### src/rtl/hce_pkg.sv
package hce_pkg;

  // Strobes passed from the control module to the datapath.
  typedef struct packed {
    logic wipe;   // empty every flop of both polarities
    logic step;   // advance the carry-save state
  } hceStrobe_t;

endpackage

### src/rtl/hce_ctrl.sv
module hce_ctrl
  import hce_pkg::*;
(
  input  logic       clear,
  output hceStrobe_t strobes
);

  always_comb begin
    strobes.wipe = clear;
    strobes.step = ~clear;
  end

endmodule

### src/rtl/hce_cell.sv
// One stored bit. In dual-edge mode it is a pair of opposite-edge flops
// whose XOR is the visible value; otherwise it is a plain rising-edge flop.
module hce_cell #(
  parameter bit DUAL_EDGE = 1'b1
) (
  input  logic clk,
  input  logic wipe,
  input  logic nextVal,
  output logic curVal
);

  logic riseQ;

  if (DUAL_EDGE) begin : g_dual
    logic fallQ;

    always_ff @(posedge clk) begin
      if (wipe) riseQ <= 1'b0;
      else      riseQ <= nextVal ^ fallQ;
    end

    always_ff @(negedge clk) begin
      if (wipe) fallQ <= 1'b0;
      else      fallQ <= nextVal ^ riseQ;
    end

    assign curVal = riseQ ^ fallQ;
  end else begin : g_single
    always_ff @(posedge clk) begin
      if (wipe) riseQ <= 1'b0;
      else      riseQ <= nextVal;
    end

    assign curVal = riseQ;
  end

endmodule

### src/rtl/hce_datapath.sv
module hce_datapath
  import hce_pkg::*;
#(
  parameter int WIDTH     = 64,
  parameter bit DUAL_EDGE = 1'b1
) (
  input  logic             clk,
  input  hceStrobe_t       strobes,
  output logic [WIDTH-1:0] count
);

  localparam int STATE_BITS = 2 * WIDTH;

  logic [WIDTH-1:0]      sumVec, carVec;
  logic [WIDTH-1:0]      sumNext, carNext;
  logic [STATE_BITS-1:0] stateNow, stateNext;

  // One layer of half-adders: each pair collapses to a sum bit and a carry
  // that moves up one position; a fresh carry enters at bit zero.
  always_comb begin
    sumNext    = sumVec ^ carVec;
    carNext    = {sumVec[WIDTH-2:0] & carVec[WIDTH-2:0], 1'b1};
    if (!strobes.step) begin
      sumNext = '0;
      carNext = '0;
    end
  end

  assign stateNext = {carNext, sumNext};
  assign sumVec    = stateNow[WIDTH-1:0];
  assign carVec    = stateNow[STATE_BITS-1:WIDTH];

  for (genvar b = 0; b < STATE_BITS; b++) begin : g_cells
    hce_cell #(.DUAL_EDGE(DUAL_EDGE)) u_cell (
      .clk     (clk),
      .wipe    (strobes.wipe),
      .nextVal (stateNext[b]),
      .curVal  (stateNow[b])
    );
  end

  // Resolve step: outside the counting loop.
  assign count = sumVec + carVec;

endmodule

### src/rtl/hce_counter.sv
module hce_counter
  import hce_pkg::*;
#(
  parameter int WIDTH     = 64,
  parameter bit DUAL_EDGE = 1'b1
) (
  input  logic             clk,
  input  logic             clear,
  output logic [WIDTH-1:0] count
);

  hceStrobe_t strobes;

  hce_ctrl u_ctrl (
    .clear   (clear),
    .strobes (strobes)
  );

  hce_datapath #(.WIDTH(WIDTH), .DUAL_EDGE(DUAL_EDGE)) u_dp (
    .clk     (clk),
    .strobes (strobes),
    .count   (count)
  );

endmodule

### config.mk
export PLATFORM = sky130hd
export DESIGN_NAME = hce_counter
export DESIGN_NICKNAME = d
export VERILOG_FILES = /design/src/rtl/hce_pkg.sv /design/src/rtl/hce_ctrl.sv /design/src/rtl/hce_cell.sv /design/src/rtl/hce_datapath.sv /design/src/rtl/hce_counter.sv
export SDC_FILE = /design/constraint.sdc
export NUM_CORES = 1
export LEC_CHECK = 0
export BUFFER_PORTS_ARGS = -buffer_cell sky130_fd_sc_hd__buf_2
export CORE_ASPECT_RATIO = 1.4
export CORE_MARGIN = 2
export CORE_UTILIZATION = 30
export DETAILED_ROUTE_END_ITERATION = 6
export PLACE_DENSITY_LB_ADDON = 0.05
export SLEW_MARGIN = 40
export SYNTH_ARGS = -nofsm -noshare
export SYNTH_HDL_FRONTEND = slang
export SYNTH_SLANG_ARGS = --single-unit
### constraint.sdc
create_clock -name clk -period 2.8 [get_ports clk]
set_input_delay 0.56 -clock clk [delete_from_list [all_inputs] [get_ports clk]]
set_output_delay 0.56 -clock clk [all_outputs]
set_load 0.02 [all_outputs]
==> metrics.md <==
| Metric | Value |
|---|---|
| RSZ-0062 raised after global routing | `yes` |
| Primary flip-flop cell chosen by synthesis mapping | `sky130_fd_sc_hd__dfxtp_1` |
| Clock tree from TritonCTS | `yes` |
| Number of global-route vias before repair | `13600` |
| Synthesized instance count | `between 1500 and 2000` |
| Sequential cell area fraction in the yosys report | `between 30% and 40%` |
| Footprint of the multi-input gates | `~11000 µm²` |
| I/O pin count | `66` |
| Worst EP required | `roughly 2200 ps` |
| Leading area contributor after synthesis | `sky130_fd_sc_hd__dfxtp_1` |
| Ordered list of cells on the worst path | `xor2_1 > ha_1 > buf_6 > nand2_4 > nor4_4 > nand4_1 > buf_4 > and2_4 > o211ai_4 > a21oi_4 > o21ai_2 > xor2_2 > buf_6` |
| Worst setup path class | `reg2out` |
| Ant diodes | `0` |
| Number of distinct library cell variants in the gate-level netlist after synthesis | `77` |
| Crit start category | `register` |
| Critical Path Most Common Cell | `sky130_fd_sc_hd__buf_6` |
| Placed wire-length estimate | `between 30000 and 40000 µm` |
| Cell types occupying the most area after synthesis | `sky130_fd_sc_hd__dfxtp_1 (37%), sky130_fd_sc_hd__xnor2_1 (18%), sky130_fd_sc_hd__xor2_1 (9.5%), sky130_fd_sc_hd__nor2_1 (7.9%), sky130_fd_sc_hd__ha_1 (5.7%)` |
| Antenna-violating nets left | `0` |
| Maximum root-to-sink buffer count | `3` |
| Ratio of cells with drive above 1 in the final layout | `about 48%` |
| Number of antenna violations at the first check in global routing | `0` |
| Largest net degree at the start of global routing | `between 40 and 50` |
| Die boundary height | `approximately 260 µm` |
| Worst Slack Setup Final | `-2560 ps` |
| Row count | `between 90 and 100` |
| Net count after synthesis | `around 1600` |
| H-tree depth | `1` |
| Worst Hold Endpoint | `u_dp.g_cells[9].u_cell.riseQ` |
| Worst path slowest cell | `sky130_fd_sc_hd__nor4_4` |
| Max cap viols | `0` |
| Width of the chip | `187 µm` |
| Avg WL per Cell | `14.4 µm` |
| Via count | `roughly 13000` |
| Clk pin slew, worst setup/hold paths | `around 60 ps` |
| Post-layout utilization of the core | `a little over half` |
| Master cell of the clock root buffer | `sky130_fd_sc_hd__clkbuf_16` |
| # nets final | `approximately 2400` |
| Total of warnings raised by yosys | `0` |
| Drt via density | `between 4 and 5` |
| Final weighted congestion of routability-driven global placement | `between 0.8 and 0.9` |
| Placement-stage worst setup slack | `-2100 ps` |
| Cell count of the worst reg-to-reg path | `8` |
| Placeable Area | `46100 µm²` |
| Slowest cell delay on critical path | `roughly 330 ps` |
| Max-slew violations | `0` |
| Number of port buffers | `65` |
| Worst-path fanout max | `3` |
| Reg2Reg Setup Slack | `-220 ps` |
| Hold Path Origin | `clear` |
| Startpoint of the most critical register-to-register path | `u_dp.g_cells[1].u_cell.riseQ` |
| Drt first pass iters | `4` |
| Cts hold-fix bufs | `0` |
| Critical path endpoint category | `output pin` |
| Most common library cells after synthesis | `sky130_fd_sc_hd__nor2_1 (295), sky130_fd_sc_hd__xnor2_1 (286), sky130_fd_sc_hd__dfxtp_1 (256), sky130_fd_sc_hd__xor2_1 (153), sky130_fd_sc_hd__a21oi_1 (73)` |
| Power per Cell Area | `1120 nW/µm²` |
| Initial Util | `between 30 and 40%` |
| Total Routed Length | `42600 µm` |
| Area added between synthesis and finish | `70.8%` |
| Most used standard cell by instance count after synthesis | `sky130_fd_sc_hd__nor2_1` |
| TritonCTS Sinks | `256` |
| Share of flip-flops with an asynchronous set or reset | `0%` |
| Worst-margin pin slew | `~580 ps` |
| Worst relative slew slack | `60.6%` |
| Static Leakage | `approximately 11 nW` |
| Detailed router's first-iteration violation count | `between 200 and 300` |
| Worst hold slack | `~350 ps` |
| Count of state elements after synthesis | `256` |
| Worst hold path stage count | `2` |
| Num CTS Buffers | `30` |
| Number of hold violations in the final report | `0` |
| Mean instance size in the synthesized netlist | `just under 9 µm²` |
| Final count of negative-setup-slack endpoints | `78` |
| Sequential Area | `5240 µm²` |
| Clock skew after layout | `roughly 57 ps` |
| FILL cells | `about 4400` |
| Worst hold path class | `in2reg` |
| GRT Residual Overflow | `0` |
| GRT Resource Usage Total | `between 15 and 20%` |
| Die outline area | `48600 µm²` |
| Number of flops mapped to enable cells by yosys | `0` |
| Number of design rule violations left after detail routing | `0` |
| Failing checks | `negative setup slack` |
| First-pass GRT wire length | `slightly below 70000 µm` |
| Run status | `finished, violations left` |
| Crit path arrival time | `4800 ps` |
| Fraction of synthesized cell area taken by the top area cell type | `a little over a third` |
| Netlist area before placement | `14000 µm²` |
| Destination of the worst register-to-register timing path | `u_dp.g_cells[1].u_cell.g_dual.fallQ` |
| Maximum vdd drop | `between 0.0006 and 0.0007 V` |
| Clock latency reported for the late side of the worst-skew pair | `just over 600 ps` |
-- power by group --
part,internal [W],leakage [nW],total [W],switching [W]
Clock,0.00293,1.23,0.00500,0.00207
Combinational,0.00907,8.11,0.0169,0.00784
Sequential,0.00449,2.13,0.00504,0.000556
-- metal layers --
layer	share of wire [%]	vias to the layer above	GRT usage, %
met3	2.5	48	1.96
met4	1.9	0	4.37
met2	53	119	33.6
met5	0	-	0
met1	42	6195	20.4
li1	-	6620	-
-- critical path, delay by kind of cell (launching register included) --
family | cells | cell delay (ps)
adder cells (fa/ha/maj) | 1 | 310
buffers and inverters | 3 | 450
AND/OR/NAND/NOR | 4 | 750
flip-flops | 1 | 310
XOR/XNOR | 2 | 390
AO/OA/AOI/OAI | 3 | 560
-- repair_timing --
item / 4_1_cts / 5_1_grt
resized for setup: 250 / 284
setup buffers: 54 / 39
setup endpoints to repair: 80 / 150
pin swaps: 117 / 153
-- worst max-delay path by stage --
stage | from | end | slack (ps)
3_5_place_dp | u_dp.g_cells[4].u_cell.g_dual.fallQ | count[31] | -2100
3_3_place_gp | u_dp.g_cells[4].u_cell.g_dual.fallQ | count[31] | -2120
5_1_grt | u_dp.g_cells[12].u_cell.g_dual.fallQ | count[60] | -2730
2_1_floorplan | u_dp.g_cells[7].u_cell.g_dual.fallQ | count[60] | -1590
4_1_cts | u_dp.g_cells[43].u_cell.g_dual.fallQ | count[61] | -2630
6_report | u_dp.g_cells[12].u_cell.g_dual.fallQ | count[48] | -2560
-- cell families after synthesis --
kind of cell    after synthesis  share of synthesized area, %
simple gates                456                          14.5
xor+xnor                    439                          27.4
flops                       256                          36.5
compound gates              235                          11.5
buf+inv                     129                          4.23
fa+ha+maj                    64                          5.70
mux                           2                         0.143
-- flip-flops by register name, indices dropped and copies added (netlist names) --
| signal | cells |
|---|---|
| u_dp.g_cells.u_cell.g_dual.fallQ | 128 |
| u_dp.g_cells.u_cell.riseQ | 128 |
-- cell type report --
class | count | share of cell area (%)
multi-input cells | 1196 | 44.1
repair buffers | 696 | 24.0
flip-flops and latches | 256 | 21.8
clock buffers | 41 | 3.82
well taps | 617 | 3.22
clock inverters | 142 | 2.75
inverters | 19 | 0.297
-- through the flow --
stage,std cells,TNS [ps],power (W),cell area (µm²)
after global routing,2967,-153420,0.0288,24000
after CTS,2947,-146720,0.0255,22600
final,2967,-142480,0.0270,24000
after global placement,2724,-107200,0.0186,19700
after floorplan,1581,-80340,0.0137,14900
after detailed placement,2724,-107280,0.0187,19700
-- cell usage in the layout (no fill, tap or decap), types with 12 or more instances in the layout --
cell and n:
sky130_fd_sc_hd__nand2_1 47, sky130_fd_sc_hd__buf_4 568, sky130_fd_sc_hd__o21ai_0 17, sky130_fd_sc_hd__buf_6 119
sky130_fd_sc_hd__nand4_1 21, sky130_fd_sc_hd__xor2_2 46, sky130_fd_sc_hd__o21ai_1 12, sky130_fd_sc_hd__ha_2 16
sky130_fd_sc_hd__dfxtp_2 83, sky130_fd_sc_hd__dfxtp_1 171, sky130_fd_sc_hd__a21o_1 26, sky130_fd_sc_hd__xnor2_2 65
sky130_fd_sc_hd__a21oi_2 21, sky130_fd_sc_hd__ha_4 12, sky130_fd_sc_hd__ha_1 36, sky130_fd_sc_hd__a21oi_4 16
sky130_fd_sc_hd__xor2_1 97, sky130_fd_sc_hd__nand3_1 12, sky130_fd_sc_hd__inv_1 147, sky130_fd_sc_hd__a21oi_1 45
sky130_fd_sc_hd__xnor2_1 214, sky130_fd_sc_hd__clkbuf_16 34, sky130_fd_sc_hd__nor2_1 288
Power figures use the tool's default switching activity.
